<file path="src/rtl/ssu_pkg.sv">
`timescale 1ns/1ps
package ssu_pkg;

  typedef struct packed {
    logic bidir;   // 1: both directions on line A
    logic master;  // 1: block drives clock and select
  } ssu_mode_t;

  // Transmit goes to line B only for a standard-mode slave.
  function automatic logic tx_uses_b(input ssu_mode_t m);
    return !m.bidir && !m.master;
  endfunction

  // Receive comes from line B only for a standard-mode master.
  function automatic logic rx_uses_b(input ssu_mode_t m);
    return !m.bidir && m.master;
  endfunction

  // On the shared line, transmit wins when both directions are enabled.
  function automatic logic rx_permitted(input ssu_mode_t m, input logic te, input logic re);
    return re && !(m.bidir && te);
  endfunction

endpackage

</file>
<file path="src/rtl/ssu_pinmux.sv">
`timescale 1ns/1ps
module ssu_pinmux
  import ssu_pkg::*;
(
  input  logic      clk,
  input  logic      rst_n,
  input  ssu_mode_t mode,
  input  logic      tx_act,
  input  logic      sel,
  input  logic      dout,
  input  logic      a_i,
  input  logic      b_i,
  output logic      a_o,
  output logic      a_oe,
  output logic      b_o,
  output logic      b_oe,
  output logic      din_raw
);

  logic drive_en;
  logic on_b;

  assign drive_en = tx_act && sel;
  assign on_b     = tx_uses_b(mode);

  always_comb begin
    a_o     = dout;
    b_o     = dout;
    a_oe    = drive_en && !on_b;
    b_oe    = drive_en && on_b;
    din_raw = rx_uses_b(mode) ? b_i : a_i;
  end

  AST_SHARED_LINE_B_QUIET: assert property (@(posedge clk) disable iff (!rst_n)
    mode.bidir |-> !b_oe);
  AST_ONE_LINE_DRIVEN: assert property (@(posedge clk) disable iff (!rst_n)
    !(a_oe && b_oe));
  AST_NO_DRIVE_WITHOUT_TX: assert property (@(posedge clk) disable iff (!rst_n)
    !tx_act |-> !(a_oe || b_oe));

endmodule

</file>
<file path="src/rtl/ssu_clkgen.sv">
`timescale 1ns/1ps
module ssu_clkgen #(
  parameter int HALF_DIV = 4,
  parameter int DATA_W   = 8
) (
  input  logic clk,
  input  logic rst_n,
  input  logic master,
  input  logic start,
  input  logic sck_i,
  input  logic csn_i,
  input  logic din_raw,
  output logic sck_o,
  output logic csn_o,
  output logic busy,
  output logic rise_evt,
  output logic fall_evt,
  output logic load_evt,
  output logic sel,
  output logic din_eff
);

  localparam int DIV_W  = (HALF_DIV > 1) ? $clog2(HALF_DIV) : 1;
  localparam int RISE_W = $clog2(DATA_W + 1);
  localparam logic [DIV_W-1:0]  DIV_LAST = DIV_W'(HALF_DIV - 1);
  localparam logic [RISE_W-1:0] RISE_ALL = RISE_W'(DATA_W);

  // ---------------- master timing ----------------
  logic [DIV_W-1:0]  div_q;
  logic [RISE_W-1:0] rises_q;
  logic              sck_q, csn_q, busy_q;
  logic              tick, m_rise, m_fall, m_load;

  assign tick   = busy_q && (div_q == DIV_LAST);
  assign m_rise = tick && !sck_q;
  assign m_fall = tick && sck_q && (rises_q != RISE_ALL);
  assign m_load = master && start && !busy_q;

  always_ff @(posedge clk or negedge rst_n) begin
    if (!rst_n) begin
      busy_q  <= 1'b0;
      sck_q   <= 1'b1;
      csn_q   <= 1'b1;
      div_q   <= '0;
      rises_q <= '0;
    end else if (!busy_q) begin
      if (m_load) begin
        busy_q  <= 1'b1;
        csn_q   <= 1'b0;
        div_q   <= '0;
        rises_q <= '0;
      end
    end else if (tick) begin
      div_q <= '0;
      if (rises_q == RISE_ALL) begin
        busy_q <= 1'b0;
        csn_q  <= 1'b1;
      end else begin
        sck_q <= ~sck_q;
        if (!sck_q) rises_q <= rises_q + 1'b1;
      end
    end else begin
      div_q <= div_q + 1'b1;
    end
  end

  // ---------------- slave synchronisers ----------------
  logic [1:0] sck_sy, csn_sy, din_sy;
  logic       sck_d, csn_d;
  logic       s_rise, s_fall, s_load;

  always_ff @(posedge clk or negedge rst_n) begin
    if (!rst_n) begin
      sck_sy <= 2'b11;
      csn_sy <= 2'b11;
      din_sy <= 2'b00;
      sck_d  <= 1'b1;
      csn_d  <= 1'b1;
    end else begin
      sck_sy <= {sck_sy[0], sck_i};
      csn_sy <= {csn_sy[0], csn_i};
      din_sy <= {din_sy[0], din_raw};
      sck_d  <= sck_sy[1];
      csn_d  <= csn_sy[1];
    end
  end

  assign s_rise = !csn_sy[1] && sck_sy[1] && !sck_d;
  assign s_fall = !csn_sy[1] && !sck_sy[1] && sck_d;
  assign s_load = csn_d && !csn_sy[1];

  always_comb begin
    sck_o    = sck_q;
    csn_o    = csn_q;
    busy     = busy_q;
    rise_evt = master ? m_rise : s_rise;
    fall_evt = master ? m_fall : s_fall;
    load_evt = master ? m_load : s_load;
    sel      = master ? busy_q : !csn_sy[1];
    din_eff  = master ? din_raw : din_sy[1];
  end

  AST_SCK_IDLE_HIGH: assert property (@(posedge clk) disable iff (!rst_n)
    !busy_q |-> sck_o);
  AST_SELECT_HELD: assert property (@(posedge clk) disable iff (!rst_n)
    busy_q |-> !csn_o);
  AST_SELECT_RELEASE: assert property (@(posedge clk) disable iff (!rst_n)
    $fell(busy_q) |-> csn_o && sck_o);

endmodule

</file>
<file path="src/rtl/ssu_shifter.sv">
`timescale 1ns/1ps
module ssu_shifter #(
  parameter int DATA_W = 8
) (
  input  logic              clk,
  input  logic              rst_n,
  input  logic              load,
  input  logic              rise,
  input  logic              fall,
  input  logic              din,
  input  logic [DATA_W-1:0] load_data,
  output logic              dout,
  output logic              done,
  output logic [DATA_W-1:0] rx_byte
);

  localparam int BC_W = (DATA_W > 2) ? $clog2(DATA_W) : 1;
  localparam logic [BC_W-1:0] BIT_LAST = BC_W'(DATA_W - 1);

  function automatic logic [DATA_W-1:0] shift_in(input logic [DATA_W-1:0] s, input logic b);
    return {s[DATA_W-2:0], b};
  endfunction

  logic [DATA_W-1:0] sh_q;
  logic [BC_W-1:0]   bit_q;
  logic              dout_q;

  assign done    = rise && (bit_q == BIT_LAST);
  assign rx_byte = shift_in(sh_q, din);
  assign dout    = dout_q;

  always_ff @(posedge clk or negedge rst_n) begin
    if (!rst_n) begin
      sh_q   <= '0;
      bit_q  <= '0;
      dout_q <= 1'b0;
    end else if (load) begin
      sh_q   <= load_data;
      dout_q <= load_data[DATA_W-1];
      bit_q  <= '0;
    end else if (rise) begin
      sh_q  <= shift_in(sh_q, din);
      bit_q <= (bit_q == BIT_LAST) ? '0 : bit_q + 1'b1;
    end else if (fall && (bit_q != '0)) begin
      dout_q <= sh_q[DATA_W-1];
    end
  end

  AST_FIRST_FALL_KEEPS_MSB: assert property (@(posedge clk) disable iff (!rst_n)
    fall && !load && !rise && (bit_q == '0) |=> $stable(dout_q));
  AST_OUT_STEADY_ON_RISE: assert property (@(posedge clk) disable iff (!rst_n)
    rise && !load |=> $stable(dout_q));

endmodule

</file>
<file path="src/rtl/ssu_regs.sv">
`timescale 1ns/1ps
module ssu_regs
  import ssu_pkg::*;
#(
  parameter int DATA_W = 8
) (
  input  logic              clk,
  input  logic              rst_n,
  input  logic              mode_we,
  input  logic              mode_bidir,
  input  logic              mode_master,
  input  logic              en_we,
  input  logic              en_tx,
  input  logic              en_rx,
  input  logic              tdr_we,
  input  logic [DATA_W-1:0] tdr_wdata,
  input  logic              rdr_re,
  input  logic              ovr_clr,
  input  logic              busy,
  input  logic              load_evt,
  input  logic              done,
  input  logic [DATA_W-1:0] rx_byte,
  output ssu_mode_t         mode,
  output logic              tx_act,
  output logic              rx_act,
  output logic              start,
  output logic [DATA_W-1:0] tdr,
  output logic [DATA_W-1:0] rdr,
  output logic              tdre,
  output logic              rdrf,
  output logic              ovr
);

  ssu_mode_t         mode_q;
  logic              tx_en_q, rx_en_q, tx_en_nxt;
  logic [DATA_W-1:0] tdr_q, rdr_q;
  logic              tdre_q, rdrf_q, ovr_q;
  logic              capture;

  assign tx_en_nxt = en_we ? en_tx : tx_en_q;
  assign tx_act    = tx_en_q;
  assign rx_act    = rx_permitted(mode_q, tx_en_q, rx_en_q);
  assign capture   = done && rx_act;
  assign start     = mode_q.master && !busy &&
                     (tx_act ? !tdre_q : (rx_act && !rdrf_q));

  always_ff @(posedge clk or negedge rst_n) begin
    if (!rst_n) begin
      mode_q  <= '0;
      tx_en_q <= 1'b0;
      rx_en_q <= 1'b0;
      tdr_q   <= '0;
      rdr_q   <= '0;
      tdre_q  <= 1'b1;
      rdrf_q  <= 1'b0;
      ovr_q   <= 1'b0;
    end else begin
      if (en_we) begin
        tx_en_q <= en_tx;
        rx_en_q <= en_rx;
      end
      if (mode_we && !tx_en_q && !rx_en_q)
        mode_q <= '{bidir: mode_bidir, master: mode_master};
      if (tdr_we) tdr_q <= tdr_wdata;
      if (!tx_en_nxt)              tdre_q <= 1'b1;
      else if (tdr_we)             tdre_q <= 1'b0;
      else if (load_evt && tx_act) tdre_q <= 1'b1;
      if (ovr_clr) ovr_q <= 1'b0;
      if (capture) begin
        if (rdrf_q) ovr_q <= 1'b1;
        else begin
          rdr_q  <= rx_byte;
          rdrf_q <= 1'b1;
        end
      end else if (rdr_re) begin
        rdrf_q <= 1'b0;
      end
    end
  end

  always_comb begin
    mode = mode_q;
    tdr  = tdr_q;
    rdr  = rdr_q;
    tdre = tdre_q;
    rdrf = rdrf_q;
    ovr  = ovr_q;
  end

  AST_TDRE_ON_TX_OFF: assert property (@(posedge clk) disable iff (!rst_n)
    en_we && !en_tx |=> tdre_q);
  AST_TDRE_HELD_WHILE_OFF: assert property (@(posedge clk) disable iff (!rst_n)
    !tx_en_q && !(en_we && en_tx) |=> tdre_q);
  AST_RX_OFF_KEEPS_STATE: assert property (@(posedge clk) disable iff (!rst_n)
    en_we && !en_rx && !rdr_re && !ovr_clr && !capture |=> $stable(rdrf_q) && $stable(ovr_q) && $stable(rdr_q));
  AST_RDR_FROZEN_RX_OFF: assert property (@(posedge clk) disable iff (!rst_n)
    !rx_en_q |=> $stable(rdr_q));
  AST_MODE_LOCKED: assert property (@(posedge clk) disable iff (!rst_n)
    (tx_en_q || rx_en_q) |=> $stable(mode_q));
  AST_OVERRUN_KEEPS_RDR: assert property (@(posedge clk) disable iff (!rst_n)
    done && rx_act && rdrf_q |=> ovr_q && $stable(rdr_q));
  AST_START_ONLY_IDLE: assert property (@(posedge clk) disable iff (!rst_n)
    start |-> !busy && mode_q.master);
  AST_SHARED_ONE_DIR: assert property (@(posedge clk) disable iff (!rst_n)
    mode_q.bidir |-> !(tx_act && rx_act));

endmodule

</file>
<file path="src/rtl/sync_serial_unit.sv">
`timescale 1ns/1ps
module sync_serial_unit
  import ssu_pkg::*;
#(
  parameter int DATA_W   = 8,
  parameter int HALF_DIV = 4
) (
  input  logic              clk,
  input  logic              rst_n,
  input  logic              mode_we,
  input  logic              mode_bidir,
  input  logic              mode_master,
  input  logic              en_we,
  input  logic              en_tx,
  input  logic              en_rx,
  input  logic              tdr_we,
  input  logic [DATA_W-1:0] tdr_wdata,
  input  logic              rdr_re,
  input  logic              ovr_clr,
  output logic [DATA_W-1:0] rdr_q,
  output logic              tdre,
  output logic              rdrf,
  output logic              ovr,
  input  logic              sck_i,
  output logic              sck_o,
  output logic              sck_oe,
  input  logic              csn_i,
  output logic              csn_o,
  output logic              csn_oe,
  input  logic              a_i,
  output logic              a_o,
  output logic              a_oe,
  input  logic              b_i,
  output logic              b_o,
  output logic              b_oe
);

  ssu_mode_t         mode;
  logic              tx_act, rx_act, start, busy;
  logic              load_evt, rise_evt, fall_evt, done;
  logic              sel, dout, din_raw, din_eff;
  logic [DATA_W-1:0] tdr, rx_byte;

  ssu_regs #(.DATA_W(DATA_W)) u_regs (
    .clk(clk), .rst_n(rst_n),
    .mode_we(mode_we), .mode_bidir(mode_bidir), .mode_master(mode_master),
    .en_we(en_we), .en_tx(en_tx), .en_rx(en_rx),
    .tdr_we(tdr_we), .tdr_wdata(tdr_wdata), .rdr_re(rdr_re), .ovr_clr(ovr_clr),
    .busy(busy), .load_evt(load_evt), .done(done), .rx_byte(rx_byte),
    .mode(mode), .tx_act(tx_act), .rx_act(rx_act), .start(start),
    .tdr(tdr), .rdr(rdr_q), .tdre(tdre), .rdrf(rdrf), .ovr(ovr)
  );

  ssu_clkgen #(.HALF_DIV(HALF_DIV), .DATA_W(DATA_W)) u_clk (
    .clk(clk), .rst_n(rst_n), .master(mode.master), .start(start),
    .sck_i(sck_i), .csn_i(csn_i), .din_raw(din_raw),
    .sck_o(sck_o), .csn_o(csn_o), .busy(busy),
    .rise_evt(rise_evt), .fall_evt(fall_evt), .load_evt(load_evt),
    .sel(sel), .din_eff(din_eff)
  );

  ssu_shifter #(.DATA_W(DATA_W)) u_shift (
    .clk(clk), .rst_n(rst_n), .load(load_evt), .rise(rise_evt), .fall(fall_evt),
    .din(din_eff), .load_data(tdr), .dout(dout), .done(done), .rx_byte(rx_byte)
  );

  ssu_pinmux u_pins (
    .clk(clk), .rst_n(rst_n), .mode(mode), .tx_act(tx_act), .sel(sel), .dout(dout),
    .a_i(a_i), .b_i(b_i), .a_o(a_o), .a_oe(a_oe), .b_o(b_o), .b_oe(b_oe),
    .din_raw(din_raw)
  );

  assign sck_oe = mode.master;
  assign csn_oe = mode.master;

  AST_SLAVE_NO_BUS_DRIVE: assert property (@(posedge clk) disable iff (!rst_n)
    !mode.master |-> !sck_oe && !csn_oe && csn_o);

endmodule

</file>
<file path="config.mk">
export PLATFORM = sky130hd
export DESIGN_NAME = sync_serial_unit
export DESIGN_NICKNAME = d
export VERILOG_FILES = /design/src/rtl/ssu_pkg.sv /design/src/rtl/ssu_pinmux.sv /design/src/rtl/ssu_clkgen.sv /design/src/rtl/ssu_shifter.sv /design/src/rtl/ssu_regs.sv /design/src/rtl/sync_serial_unit.sv
export SDC_FILE = /design/constraint.sdc
export NUM_CORES = 1
export LEC_CHECK = 0
export ABC_AREA = 1
export BUFFER_PORTS_ARGS = -buffer_cell sky130_fd_sc_hd__buf_2
export CAP_MARGIN = 25
export CORE_UTILIZATION = 39
export CTS_BUF_LIST = sky130_fd_sc_hd__clkbuf_2 sky130_fd_sc_hd__clkbuf_4 sky130_fd_sc_hd__clkbuf_8
export DETAILED_ROUTE_END_ITERATION = 12
export PLACE_DENSITY = 0.6
export REMOVE_ABC_BUFFERS = 1
export SLEW_MARGIN = 20
export SYNTH_ARGS = -nofsm -noshare
export SYNTH_HDL_FRONTEND = slang
export SYNTH_SLANG_ARGS = --single-unit
export TNS_END_PERCENT = 5
</file>
<file path="constraint.sdc">
create_clock -name clk -period 3.9 [get_ports clk]
set_input_delay 0.195 -clock clk [delete_from_list [all_inputs] [get_ports clk]]
set_output_delay 0.195 -clock clk [all_outputs]
set_load 0.01 [all_outputs]
</file>
Word level (Yosys, flattened, before mapping)
Cells that the tools add are included.
Widths: inputs -> output; s select.
Cells by class
  bitwise logic cells: 3
  reduce and logical (&&, ||, !) cells: 50
  multiplexer cells: 40
  equal/unequal tests: 10
  add/sub/neg operators: 3
Operator list (count)
  $logic_and 1x1->1: 27
  $mux 1: 27
  $mux 4: 5
  $mux 8: 2
  $logic_not 1->1: 13
  $ne 2x2->1 const B: 5
  $mux 3: 3
  $reduce_bool 2->1: 4
  $mux 2: 3
  $reduce_and 3->1: 2
  $add 4x1->4 const B: 1
  $eq 4x4->1 const B: 1
  $ne 4x4->1 const B: 1
  $reduce_and 2->1: 2
  $reduce_and 4->1: 1
  $add 3x1->3 const B: 1
  $eq 3x3->1 const B: 1
  $ne 3x3->1 const B: 1
  $not 1->1: 3
  $reduce_bool 3->1: 1
  $add 2x1->2 const B: 1
  $eq 2x2->1 const B: 1
Word-level totals
  register bits after elaboration: 52
  bits of input ports: 23
  word-level logic and storage cells: 128
  output and inout port bits: 19

Logic depth before layout (Yosys ltp)
Gate-level depths: netlist of run 1.
  depth after elaboration: 13
  gate-level depth with buffers: 10
  gate-level depth less buffers: 9

Modules after synthesis
A second synthesis of run 1 with hierarchy kept.
Unflattened totals
  cell total of the unflattened synthesis: 289
  area, all modules: 2468.6 µm²
Modules (own cells, without submodules)
  ssu_regs: area an instance 937.1 µm², instances 1, cells an instance 103, seq. area each 576.8 µm²
  ssu_clkgen: area an instance 813.3 µm², instances 1, cells an instance 92, seq. area each 435.4 µm²
  ssu_shifter: area an instance 659.4 µm², instances 1, cells an instance 82, seq. area each 300.3 µm²
  ssu_pinmux: area an instance 51.3 µm², instances 1, cells an instance 11, seq. area each 0.0 µm²
  sync_serial_unit: area an instance 7.5 µm², instances 1, cells an instance 1, seq. area each 0.0 µm²

Least setup slack after synthesis of run 1
OpenSTA, ideal clock, no wires.
  kind: flip-flop to flip-flop
  start point: register u_regs.mode_q, in the netlist u_regs.mode[0]
  end point: register u_shift.dout_q, in the netlist u_shift.dout
  stages on the path, launching flop included: 9
  arrival: 1318 ps
  path buffers: 2
  required time: 3783 ps
  library setup time: 117 ps
  path slack: 2465 ps
  clock period less this slack: 1435 ps
  path through: dfrtp_1 > buf_4 > nor2_2 > nand2_1 > nand2_2 > buf_6 > inv_1 > nand3_1 > nand2_1
Between the ends
  cells in the longest elaborated chain, start to end: 7
  elaborated cells on any way between the ends: 12
  classes of those cells: eq/ne: 1; mux: 4; reduce/logical: 7
Ends and longest elaborated chain
  from (decl): line ssu_regs.sv:34  | ssu_mode_t mode_q;
  from (signal assigned): line ssu_regs.sv:63  | mode_q <= '{bidir: mode_bidir, master: mode_master};
  $logic_and 1x1->1 (2 in a row): line ssu_regs.sv:44  | assign start = mode_q.master && !busy &&
  $logic_and 1x1->1 (2 in a row): line ssu_clkgen.sv:37  | assign m_load = master && start && !busy_q;
  $mux 1: line ssu_clkgen.sv:98  | load_evt = master ? m_load : s_load;
  $ne 2x2->1 (no source line) / $reduce_bool 2->1 (equally long branches)
  $reduce_and 2->1 (no source line)
  to (signal assigned): line ssu_shifter.sv:39  | dout_q <= load_data[DATA_W-1];
  to (signal assigned): line ssu_shifter.sv:45  | dout_q <= sh_q[DATA_W-1];
  to (decl): line ssu_shifter.sv:26  | logic dout_q;
Parallel ways exist; a longest one is shown, timed or not.
A chain may end at the register's enable or synchronous reset.

Final worst setup path of run 1
  start point: register u_regs.mode_q, in the netlist u_regs.mode[0]
  end point: output b_oe
Between the ends
  cells in the longest elaborated chain, start to end: 3
  elaborated cells on any way between the ends: 5
  classes of those cells: mux: 1; reduce/logical: 4
Ends and longest elaborated chain
  $mux 1 / $logic_not 1->1 (equally long branches): line ssu_clkgen.sv:99, ssu_pkg.sv:11
  $logic_and 1x1->1 (on tied branches): line ssu_pinmux.sv:23, ssu_pkg.sv:11
  $logic_and 1x1->1 *: line ssu_pinmux.sv:30  | b_oe = drive_en && on_b;
  to (decl): line sync_serial_unit.sv:35  | output logic b_oe
Every way passes the cells marked *; elsewhere a longest branch is shown, timed or not.

==> Flow_metrics.wiki, run 1 <==
{| class="wikitable"
! Metric !! Value
|-
| 1st-pass router iterations || 4
|-
| Post-CTS setup buffers || 0
|-
| Utilization after layout || 47.8%
|-
| Leakage Power || 1.44 nW
|-
| Critical path data arrival time || 1.50 ns
|-
| Worst-Margin Slew || 0.641 ns
|-
| R2R Path Start || u_regs.mode[0]
|-
| Number of antenna violations at the first check in global routing || 0
|-
| Yosys warnings || 0
|-
| Post-route worst hold slack || -0.000975 ns
|-
| Port Buffer Count || 41
|-
| Average via count per standard cell || 4.64
|-
| DRC marker count from the first detailed-route iteration || 92
|-
| Ratio of cells with drive above 1 in the final layout || 22.0%
|-
| Skew final || 0.00457 ns
|-
| Netlist area before placement || 2330 sq um
|-
| Sequential cell area fraction in the yosys report || 56.4%
|-
| Final Wtd Congestion || 0.784
|-
| Largest buffer count on any clock path || 2
|-
| Clock latency on the worst-skew pair || 0.30 ns
|-
| Pin count of the biggest net entering global routing || 53
|-
| Global-route wire length before repair || 7.61 mm
|-
| Wire length reported by the detailed router || 4.39 mm
|-
| Clock-pin transition on the worst setup and hold timing paths || 0.09 ns
|-
| Post-cts repair resize count || 0
|-
| Number of global-route vias before repair || 1,678
|-
| N_diodes || 0
|-
| Maximum Capacitance Violations || 0
|-
| Violated checks || hold timing
|-
| Residual DRC || 0
|-
| Classification of the worst setup path || reg -> out
|-
| Total via count in the routed design || 1,767
|-
| Full die area || 6280 sq um
|-
| Starting utilization of the core area || 41.2%
|-
| Data required time at the worst endpoint || 3.70 ns
|-
| GR Overflow Total || 0
|-
| Number of sinks on the clock net || 52
|-
| Power, Total || 1.49 mW
|-
| Worst slack at placement || 2.24 ns
|-
| Residual antenna-violating net count after detailed routing || 0
|-
| Number of hold violations in the final report || 8
|-
| Depth of the CTS H-tree || 2
|-
| Sum of negative setup slack || 0 ns
|-
| Shortest clock period the worst path allows after layout || 1.69 ns
|-
| Number of I/O pins || 42
|-
| Upper clock frequency limit || 592 MHz
|-
| Syn-to-layout area delta || 16.0%
|-
| Std-Cell Core Area || 5640 sq um
|-
| Setup slack, reg-to-reg || 2.23 ns
|-
| Clk root buf || sky130_fd_sc_hd__clkbuf_8
|-
| Startpoint class of the critical path || register
|-
| Unrepaired setup endpoints after global routing || false
|-
| Worst min path class || in -> async
|-
| Number of placement rows || 27
|-
| Instance count of the mapped netlist || 263
|-
| Worst-case vdd ir drop || 0.264 mV
|-
| Outcome || complete, but fails checks
|-
| Syn_area_per_cell || 8.84 sq um
|-
| Half-perimeter wire length of the detailed placement result || 3.28 mm
|-
| GRT Resource Usage Total || 15.9%
|-
| Critical-path maximum fanout || 13
|-
| Width of the die || 79.2 um
|-
| Worst slew margin || 57.3%
|-
| Flip-flop and latch count after synthesis || 52
|-
| Final cell area excluding filler cells || 2700 sq um
|-
| Final worst-path setup slack || 2.21 ns
|-
| Clock buffer count from CTS || 5
|-
| Launching instance or port of the critical path || u_regs.mode[0]
|-
| Synth unique cells || 30
|-
| Nets || 337
|-
| Critical Path End Type || output pin
|-
| Avg WL per Cell || 11.5 um
|-
| Pwr dens || 552 nW/um^2
|-
| Die height || 79.2 um
|-
| Final clock period utilization by the worst path || 43.3%
|-
| Number of pins with negative max-slew slack in the final report || 0
|-
| TritonCTS clock tree || yes
|-
| Dpl cell area || 2590 sq um
|-
| Final setup viols || 0
|}
## cell usage after synthesis (all sizes together)
| cell type | n | area [sq um] |
|---|---|---|
| nor3 | 1 | 5.00 |
| nand4 | 8 | 50.1 |
| o22ai | 1 | 6.26 |
| a21oi | 6 | 30.0 |
| dfstp | 9 | 236 |
| buf | 5 | 38.8 |
| nand3 | 24 | 133 |
| nand2 | 107 | 414 |
| dfrtp | 43 | 1080 |
| clkbuf | 1 | 3.75 |
| clkinv | 2 | 12.5 |
| o31ai | 1 | 7.51 |
| inv | 22 | 82.6 |
| xor2 | 2 | 17.5 |
| o21bai | 1 | 7.51 |
| ha | 6 | 75.1 |
| o21ai | 12 | 71.3 |
| nor2 | 11 | 51.3 |
| o211ai | 1 | 7.51 |
## routing by layer
layer	global-route usage (%)	vias to the layer above	share of wire, %
li1	-	930	-
met2	24.7	36	44
met1	21.0	799	50
met5	0	-	0
met3	4.25	2	4.2
met4	6.36	0	0.91
## final timing paths
path	endpoint	depth (start not counted)
min in group clk	u_regs.rdrf	2
max in group asynchronous	u_clk.div_q[0]	2
max reg2reg	u_shift.sh_q[2]	7
min reg2reg	u_clk.csn_sy[1]	0
max	b_oe	4
min	u_regs.tdr[7]	2
## cell families after synthesis
| logic type | synth area share [%] |
|---|---|
| xor+xnor | 0.753 |
| fa+ha+maj | 3.23 |
| flops | 56.4 |
| buf+inv | 5.92 |
| simple gates | 28.1 |
| compound gates | 5.60 |
## critical path: stages, from the launching register on
cell	delay [ns]
sky130_fd_sc_hd__dfrtp_1	0.53
sky130_fd_sc_hd__nand2_1	0.15
sky130_fd_sc_hd__o211ai_1	0.13
sky130_fd_sc_hd__nor3_1	0.22
sky130_fd_sc_hd__buf_2	0.17
## through the flow
stage | hold slack, ns | instances
6_report | -0.000975 | 381
5_1_grt | 0.0456 | 381
4_1_cts | 0.0203 | 381
3_5_place_dp | 0.303 | 371
3_3_place_gp | 0.300 | 371
2_1_floorplan | -0.101 | 257
## sequential cells by signal, indices dropped and copies added, names as in the netlist, 2 cells and up
name / flops
u_clk.csn_sy: 2
u_shift.bit_q: 3
u_regs.tdr: 8
u_clk.sck_sy: 2
u_regs.rdr: 8
u_clk.rises_q: 4
u_shift.sh_q: 8
u_clk.div_q: 2
u_clk.din_sy: 2
u_regs.mode: 2
## power breakdown
part	switching [mW]	total, mW	leakage, nW	internal [mW]
Clock	0.169	0.311	0.0510	0.142
Combinational	0.239	0.397	0.759	0.157
Sequential	0.108	0.781	0.635	0.674
Total	0.516	1.49	1.44	0.973
## cells in the final DEF, fill, tap and decap left out
cell type | Yosys | routed
sky130_fd_sc_hd__clkinv_2 | 0 | 2
sky130_fd_sc_hd__dfrtp_1 | 43 | 43
sky130_fd_sc_hd__buf_4 | 3 | 1
sky130_fd_sc_hd__nor2_1 | 9 | 9
sky130_fd_sc_hd__dlygate4sd3_1 | 0 | 2
sky130_fd_sc_hd__o211ai_1 | 1 | 1
sky130_fd_sc_hd__clkinv_1 | 1 | 1
sky130_fd_sc_hd__nand2_4 | 1 | 1
sky130_fd_sc_hd__nor3_1 | 1 | 1
sky130_fd_sc_hd__ha_1 | 6 | 6
sky130_fd_sc_hd__clkinv_4 | 1 | 1
sky130_fd_sc_hd__o31ai_1 | 1 | 1
sky130_fd_sc_hd__clkbuf_8 | 0 | 6
sky130_fd_sc_hd__inv_2 | 1 | 1
sky130_fd_sc_hd__o21ai_1 | 1 | 1
sky130_fd_sc_hd__a21oi_1 | 6 | 6
sky130_fd_sc_hd__nand2_2 | 2 | 2
sky130_fd_sc_hd__nand4_1 | 8 | 8
sky130_fd_sc_hd__buf_2 | 1 | 41
sky130_fd_sc_hd__o21ai_0 | 10 | 10
sky130_fd_sc_hd__xor2_1 | 2 | 2
sky130_fd_sc_hd__nor2_2 | 1 | 1
sky130_fd_sc_hd__nand2_1 | 104 | 104
sky130_fd_sc_hd__nand3_1 | 23 | 23
sky130_fd_sc_hd__o21bai_1 | 1 | 1
sky130_fd_sc_hd__dfstp_2 | 9 | 9
sky130_fd_sc_hd__nand3_4 | 1 | 1
sky130_fd_sc_hd__o22ai_1 | 1 | 1
sky130_fd_sc_hd__inv_1 | 21 | 21
sky130_fd_sc_hd__o21ai_4 | 1 | 1
sky130_fd_sc_hd__nor2_4 | 1 | 1
## cell type report
cell class                      count  area, sq um
Fill cell                         568         2940
Sequential cell                    52         1310
Multi-Input combinational cell    181          876
Timing Repair Buffer               44          233
Inverter                           24         95.1
Tap cell                           72         90.1
Clock buffer                        6         82.6
Clock inverter                      2         10.0
## repair_timing
action | CTS | global route
hold buffers | 2 | 0
endpoints found under the hold margin | 2 | 0
setup endpoints to repair | 0 | 0
(Power assumes the default switching activity.)
==> run 2: changes to the inputs <==
--- a/config.mk
+++ b/config.mk
@@ -5,7 +5,7 @@
 export SDC_FILE = /design/constraint.sdc
 export NUM_CORES = 1
 export LEC_CHECK = 0
-export ABC_AREA = 1
+export ABC_AREA = 0
 export BUFFER_PORTS_ARGS = -buffer_cell sky130_fd_sc_hd__buf_2
 export CAP_MARGIN = 25
 export CORE_UTILIZATION = 39
==> constraint.sdc (replaced) <==
create_clock -name clk -period 1.6 [get_ports clk]
set_input_delay 0.08 -clock clk [delete_from_list [all_inputs] [get_ports clk]]
set_output_delay 0.08 -clock clk [all_outputs]
set_load 0.01 [all_outputs]
==> Flow_metrics.wiki, run 2 <==
{| class="wikitable"
! Metric !! Value
|-
| Combined area of the multi-input logic cells || 976 sq um
|-
| Worst r2r path cells || 5
|-
| End point of the critical path || u_shift.bit_q[0]
|-
| GRT Resource Usage Total || 17.1%
|-
| Syn-to-layout area delta || 35.5%
|-
| R2R Path Start || u_regs.mode[0]
|-
| Width of the die || 78.7 um
|-
| Clock buffer count from CTS || 5
|-
| Met2 Track Usage GR || 26.4%
|-
| Die height || 78.7 um
|-
| Worst-Margin Slew || 0.505 ns
|-
| Commonest non-fill, non-tap cell in the layout || sky130_fd_sc_hd__dfrtp_1
|-
| DRC marker count from the first detailed-route iteration || 94
|-
| Fraction of met1 tracks used by global routing || 24.3%
|-
| Worst-case vdd ir drop || 0.644 mV
|-
| Yosys warnings || 0
|-
| Number of enable flip-flop cells after synthesis || 0
|-
| Shortest clock period the worst path allows after layout || 1.69 ns
|-
| Critical path data arrival time || 1.92 ns
|-
| Average via count per standard cell || 4.86
|-
| Most numerous cell in the Yosys netlist || sky130_fd_sc_hd__dfrtp_1
|-
| GR Overflow Total || 0
|-
| Fraction of synthesized cell area taken by the top area cell type || 46.9%
|-
| Flip-flop and latch count after synthesis || 52
|-
| Worst slew margin || 66.1%
|-
| Maximum Capacitance Violations || 0
|-
| Launching instance or port of the critical path || u_regs.mode[0]
|-
| Number of pins with negative max-slew slack in the final report || 0
|-
| Violated checks || setup timing
|-
| Sum of negative setup slack || -0.816 ns
|-
| Largest delay share family, worst path || simple AND/OR/NAND/NOR gates
|-
| Crit path largest cell delay || 0.42 ns
|-
| Flip-flop cell with the highest count after synthesis || sky130_fd_sc_hd__dfrtp_1
|-
| Std-Cell Core Area || 5570 sq um
|-
| Setup slack, reg-to-reg || -0.09 ns
|-
| Number of placement rows || 27
|-
| Upper clock frequency limit || 590 MHz
|-
| FF+latch area || 1310 sq um
|-
| Classification of the worst setup path || reg -> reg
|-
| Path length in cells of the critical path || 5
|-
| Clock-pin transition on the worst setup and hold timing paths || 0.10 ns
|-
| Top cells by area in the synthesized netlist || sky130_fd_sc_hd__dfrtp_1 (47%), sky130_fd_sc_hd__dfstp_2 (10%), sky130_fd_sc_hd__mux2_2 (9.8%)
|-
| Avg WL per Cell || 13.8 um
|-
| Most frequent cells in the layout || sky130_fd_sc_hd__dfrtp_1 (43), sky130_fd_sc_hd__buf_2 (41), sky130_fd_sc_hd__nand2_1 (30)
|-
| Share of async-settable or async-resettable flops after synthesis || 100%
|-
| Post-CTS setup buffers || 0
|-
| Leading post-synthesis cells by instance count || sky130_fd_sc_hd__dfrtp_1 (43), sky130_fd_sc_hd__nand2_1 (30), sky130_fd_sc_hd__mux2_2 (20)
|-
| Leakage Power || 1.48 nW
|-
| Nets || 312
|-
| Total via count in the routed design || 1,731
|-
| N_diodes || 0
|-
| Number of hold violations in the final report || 0
|-
| Clock latency on the worst-skew pair || 0.31 ns
|-
| Startpoint class of the critical path || register
|-
| TritonCTS clock tree || yes
|-
| R2r endpoint || u_shift.bit_q[0]
|-
| 1st-pass router iterations || 4
|-
| Final Wtd Congestion || 0.759
|-
| Number of sinks on the clock net || 52
|-
| Half-perimeter wire length of the detailed placement result || 3.41 mm
|-
| Syn_area_per_cell || 11.2 sq um
|-
| List of cells traversed by the critical path || or2_4, buf_4, o32a_4, or3_1, a21boi_1
|-
| Residual antenna-violating net count after detailed routing || 0
|-
| Most crowded layer after global routing || met2
|-
| Global-route wire length before repair || 7.97 mm
|-
| Skew final || 0.00884 ns
|-
| Critical Path End Type || register
|-
| Residual DRC || 0
|-
| Final worst-path setup slack || -0.0946 ns
|-
| Instance count of the mapped netlist || 205
|-
| Utilization after layout || 55.8%
|-
| Worst min path class || in -> reg
|-
| Pwr dens || 1310 nW/um^2
|-
| Pin count of the biggest net entering global routing || 53
|-
| Number of I/O pins || 42
|-
| Port Buffer Count || 41
|-
| Unrepaired setup endpoints after global routing || true
|-
| Sequential cell area fraction in the yosys report || 57.2%
|-
| Final setup viols || 11
|-
| Depth of the CTS H-tree || 2
|-
| Total of fill cells in the finished design || 483
|-
| Outcome || complete, but fails checks
|-
| Crit path max-delay cell type || sky130_fd_sc_hd__dfrtp_1
|-
| Number of global-route vias before repair || 1,641
|-
| Critical-path maximum fanout || 4
|-
| Number of buffers and inverters on the critical path || 1
|-
| Clk root buf || sky130_fd_sc_hd__clkbuf_8
|-
| Starting utilization of the core area || 41.2%
|-
| Synth unique cells || 39
|-
| Data required time at the worst endpoint || 1.83 ns
|-
| Full die area || 6200 sq um
|-
| Wire length reported by the detailed router || 4.92 mm
|-
| Largest buffer count on any clock path || 2
|-
| Met3 routing resource usage after global routing || 2.99%
|-
| Ratio of cells with drive above 1 in the final layout || 43.0%
|-
| Netlist area before placement || 2300 sq um
|-
| Most area-hungry cell type in the Yosys netlist || sky130_fd_sc_hd__dfrtp_1
|-
| Final clock period utilization by the worst path || 106%
|-
| Number of antenna violations at the first check in global routing || 0
|}
## run 2: cell types whose count changed after synthesis, moves of 3 or more
| cell | previous run | this run |
|---|---|---|
| sky130_fd_sc_hd__nand2_1 | 104 | 30 |
| sky130_fd_sc_hd__mux2_2 | 0 | 20 |
| sky130_fd_sc_hd__nand3_1 | 23 | 4 |
| sky130_fd_sc_hd__a31oi_1 | 0 | 10 |
| sky130_fd_sc_hd__inv_1 | 21 | 11 |
| sky130_fd_sc_hd__nand4_1 | 8 | 0 |
| sky130_fd_sc_hd__clkbuf_1 | 1 | 7 |
| sky130_fd_sc_hd__nor2_1 | 9 | 15 |
| sky130_fd_sc_hd__a21oi_1 | 6 | 2 |
| sky130_fd_sc_hd__nor3b_1 | 0 | 4 |
| sky130_fd_sc_hd__a21boi_1 | 0 | 3 |
| sky130_fd_sc_hd__nor2b_1 | 0 | 3 |
## run 2: power by group
group	internal (mW)	switching, mW
combinational	0.730	0.678
clock	0.331	0.461
sequential	1.62	0.244
## run 2: how the worst min path moves through the flow
stage,cells past startpoint,startpoint,slack (ns),endpoint
finish,2,mode_bidir,0.02,u_regs.mode[1]
global route,2,mode_bidir,0.01,u_regs.mode[1]
CTS,2,tdr_wdata[6],0.008,u_regs.tdr[6]
detailed placement,2,rst_n,0.09,u_regs.ovr
global placement,2,rst_n,0.09,u_regs.rdrf
floorplan,0,rst_n,-0.22,u_clk.busy
## run 2: area by class of cell
type | count | share of cell area (%)
Tap cell | 72 | 2.90
Clock buffer | 5 | 2.21
Multi-Input combinational cell | 130 | 31.4
Timing Repair Buffer | 83 | 19.1
Clock inverter | 3 | 0.925
Inverter | 11 | 1.33
Sequential cell | 52 | 42.2
## run 2: per-layer routing
layer	wire length [um]	part of all wire, %
met4	56	1.1
met5	0	0
met1	2450	50
met2	2280	46
met3	133	2.7
## run 2: per-stage QoR
stage | area (sq um) | power, mW | hold WS, ns | std cells | setup WS, ns
after floorplan | 2230 | 2.49 | -0.216 | 193 | -0.626
after global placement | 2780 | 3.08 | 0.0927 | 335 | -0.108
after detailed placement | 2780 | 3.10 | 0.0933 | 335 | -0.101
after CTS | 3070 | 4.04 | 0.00775 | 356 | -0.109
after global routing | 3110 | 4.35 | 0.0115 | 356 | -0.168
final | 3110 | 4.07 | 0.0152 | 356 | -0.0946
## run 2: cells by family (layout without fill, tap and decap cells)
kind of cell    after synthesis  in the layout  synth area share [%]
buf+inv                      23            102                  4.47
xor+xnor                      2              2                 0.763
simple gates                 68             68                  14.3
flops                        52             52                  57.2
fa+ha+maj                     6              6                  3.27
compound gates               33             33                  9.81
mux                          21             21                  10.2
## run 2: repair_timing
item,in CTS,in global routing
pin swaps,5,3
endpoints found under the setup margin,22,24
resized for setup,13,10
endpoints found under the hold margin,55,0
hold buffers,13,0
==> run 3: changes to the inputs <==
--- a/config.mk
+++ b/config.mk
@@ -6,6 +6,7 @@
 export NUM_CORES = 1
 export LEC_CHECK = 0
 export ABC_AREA = 0
+export ABC_CLOCK_PERIOD_IN_PS = 1900
 export BUFFER_PORTS_ARGS = -buffer_cell sky130_fd_sc_hd__buf_2
 export CAP_MARGIN = 25
 export CORE_UTILIZATION = 39
==> constraint.sdc (replaced) <==
create_clock -name clk -period 1.9 [get_ports clk]
set_input_delay 0.095 -clock clk [delete_from_list [all_inputs] [get_ports clk]]
set_output_delay 0.095 -clock clk [all_outputs]
set_load 0.01 [all_outputs]
==> Flow_metrics.wiki, run 3 (synthesis results as in run 2) <==
{| class="wikitable"
! Metric !! Value
|-
| Critical path data arrival time || 1.99 ns
|-
| N_diodes || 0
|-
| Total of fill cells in the finished design || 516
|-
| Avg WL per Cell || 13.5 um
|-
| Number of buffers and inverters on the critical path || 1
|-
| Global-route wire length before repair || 7.68 mm
|-
| Die height || 78.7 um
|-
| R2R Path Start || u_regs.mode[0]
|-
| Number of global-route vias before repair || 1,615
|-
| Residual DRC || 0
|-
| Final cell area excluding filler cells || 2830 sq um
|-
| Starting utilization of the core area || 41.2%
|-
| Total via count in the routed design || 1,612
|-
| Final Wtd Congestion || 0.783
|-
| Nets || 291
|-
| Worst-case vdd ir drop || 0.487 mV
|-
| Final clock period utilization by the worst path || 94.5%
|-
| Ratio of cells with drive above 1 in the final layout || 37.3%
|-
| Final Non-Filler Cells || 335
|-
| Crit path max-delay cell type || sky130_fd_sc_hd__dfrtp_2
|-
| DRC marker count from the first detailed-route iteration || 51
|-
| Post-CTS setup buffers || 0
|-
| Share of total power in the clock network || 21.0%
|-
| Leakage Power || 1.36 nW
|-
| Clock buffer count from CTS || 5
|-
| Startpoint class of the critical path || register
|-
| GR Overflow Total || 0
|-
| TritonCTS clock tree || yes
|-
| Internal portion of total power || 2.06 mW
|-
| Utilization after layout || 50.8%
|-
| Launching instance or port of the critical path || u_regs.mode[0]
|-
| Syn-to-layout area delta || 23.4%
|-
| Number of placement rows || 27
|-
| Largest delay share family, worst path || simple AND/OR/NAND/NOR gates
|-
| Net load switching power || 1.03 mW
|-
| Upper clock frequency limit || 557 MHz
|-
| Wire length reported by the detailed router || 4.51 mm
|-
| Shortest clock period the worst path allows after layout || 1.80 ns
|-
| Maximum Capacitance Violations || 0
|-
| Clock latency on the worst-skew pair || 0.30 ns
|-
| Final worst-path setup slack || 0.104 ns
|-
| Pwr dens || 1090 nW/um^2
|-
| Most frequent cells in the layout || sky130_fd_sc_hd__dfrtp_1 (42), sky130_fd_sc_hd__buf_2 (41), sky130_fd_sc_hd__nand2_1 (30)
|-
| List of cells traversed by the critical path || or2_4, o32ai_2, and3_1, buf_4, mux2_2
|-
| Std-Cell Core Area || 5570 sq um
|-
| Worst Min Path Start || tdr_wdata[4]
|-
| Critical-path maximum fanout || 8
|-
| Logic pwr share || 27.8%
|-
| Half-perimeter wire length of the detailed placement result || 3.33 mm
|-
| Pin count of the biggest net entering global routing || 29
|-
| Crit path largest cell delay || 0.46 ns
|-
| Power, Total || 3.09 mW
|-
| 1st-pass router iterations || 4
|-
| Full die area || 6200 sq um
|-
| Width of the die || 78.7 um
|-
| Depth of the CTS H-tree || 2
|-
| FF+latch area || 1310 sq um
|-
| Outcome || finished, final reports clean
|-
| Combined area of the multi-input logic cells || 898 sq um
|-
| Final setup viols || 0
|-
| Setup slack, reg-to-reg || 0.10 ns
|-
| Data required time at the worst endpoint || 2.09 ns
|-
| Sw frac || 33.4%
|-
| Worst-Margin Slew || 0.682 ns
|-
| Commonest non-fill, non-tap cell in the layout || sky130_fd_sc_hd__dfrtp_1
|-
| Largest buffer count on any clock path || 2
|-
| Skew final || 0.00886 ns
|-
| Classification of the worst setup path || reg -> reg
|-
| Clk root buf || sky130_fd_sc_hd__clkbuf_8
|-
| Unrepaired setup endpoints after global routing || false
|-
| GRT Resource Usage Total || 16.2%
|-
| Number of sinks on the clock net || 52
|-
| Worst min path class || in -> reg
|-
| Port Buffer Count || 41
|-
| Number of I/O pins || 42
|-
| Worst slack at placement || 0.0789 ns
|-
| Number of antenna violations at the first check in global routing || 0
|-
| Critical Path End Type || register
|-
| Dpl cell area || 2650 sq um
|-
| Residual antenna-violating net count after detailed routing || 0
|-
| Worst slew margin || 54.0%
|-
| Number of placed instances, taps included || 320
|-
| Share of total power in sequential cells || 51.1%
|-
| Clock-pin transition on the worst setup and hold timing paths || 0.10 ns
|-
| Average via count per standard cell || 4.81
|-
| Number of hold violations in the final report || 0
|-
| Number of pins with negative max-slew slack in the final report || 0
|}
[run 3: cell types whose count changed in the layout (fill, tap and decap cells not counted), sizes merged]
cell and delta:
buf -15, dlygate4sd3 -6, inv -2, clkinv +1, clkinvlp +1
[run 3: what timing repair did]
| item | CTS | global route |
|---|---|---|
| hold buffers | 5 | 2 |
| endpoints found under the hold margin | 24 | 2 |
| resized for setup | 0 | 3 |
| endpoints found under the setup margin | 0 | 11 |
[run 3: layout make-up]
type,count,share of cell area (%)
timing repair buffer,62,13.9
sequential,52,46.4
clock buffer,5,2.43
multi-input combinational,130,31.7
tap,72,3.18
clock inverter,3,0.972
inverter,11,1.46
[run 3: power groups by stage]
| stage | registers (mW) | logic (mW) | clock network (mW) |
|---|---|---|---|
| floorplan | 1.58 | 0.519 | 0 |
| global placement | 1.60 | 0.833 | 0 |
| detailed placement | 1.60 | 0.855 | 0 |
| CTS | 1.58 | 0.864 | 0.679 |
| global route | 1.63 | 1.01 | 0.725 |
| finish | 1.58 | 0.861 | 0.650 |
[run 3: per-layer routing]
layer	vias up	track usage, %	part of all wire (%)	wire length (um)
met4	0	5.56	0.60	27
met2	31	23.7	45	2020
met3	2	3.56	3.3	148
met5	-	0	0	0
li1	811	-	-	-
met1	768	23.8	51	2320
[run 3: stage by stage]
| step | TNS [ns] | hold WS, ns |
|---|---|---|
| floorplan | -6.11 | -0.201 |
| global placement | 0 | 0.129 |
| detailed placement | 0 | 0.135 |
| CTS | 0 | 0.00751 |
| global route | 0 | 0.000863 |
| finish | 0 | 0.0226 |
[run 3: worst paths after layout]
path                              endpoint  depth (start not counted)
max                          u_regs.rdr[6]                          5
min                          u_regs.tdr[4]                          2
max reg2reg                  u_regs.rdr[6]                          5
min reg2reg                u_clk.din_sy[1]                          0
max in group asynchronous  u_clk.sck_sy[1]                          3
min in group asynchronous    u_regs.rdr[3]                          2
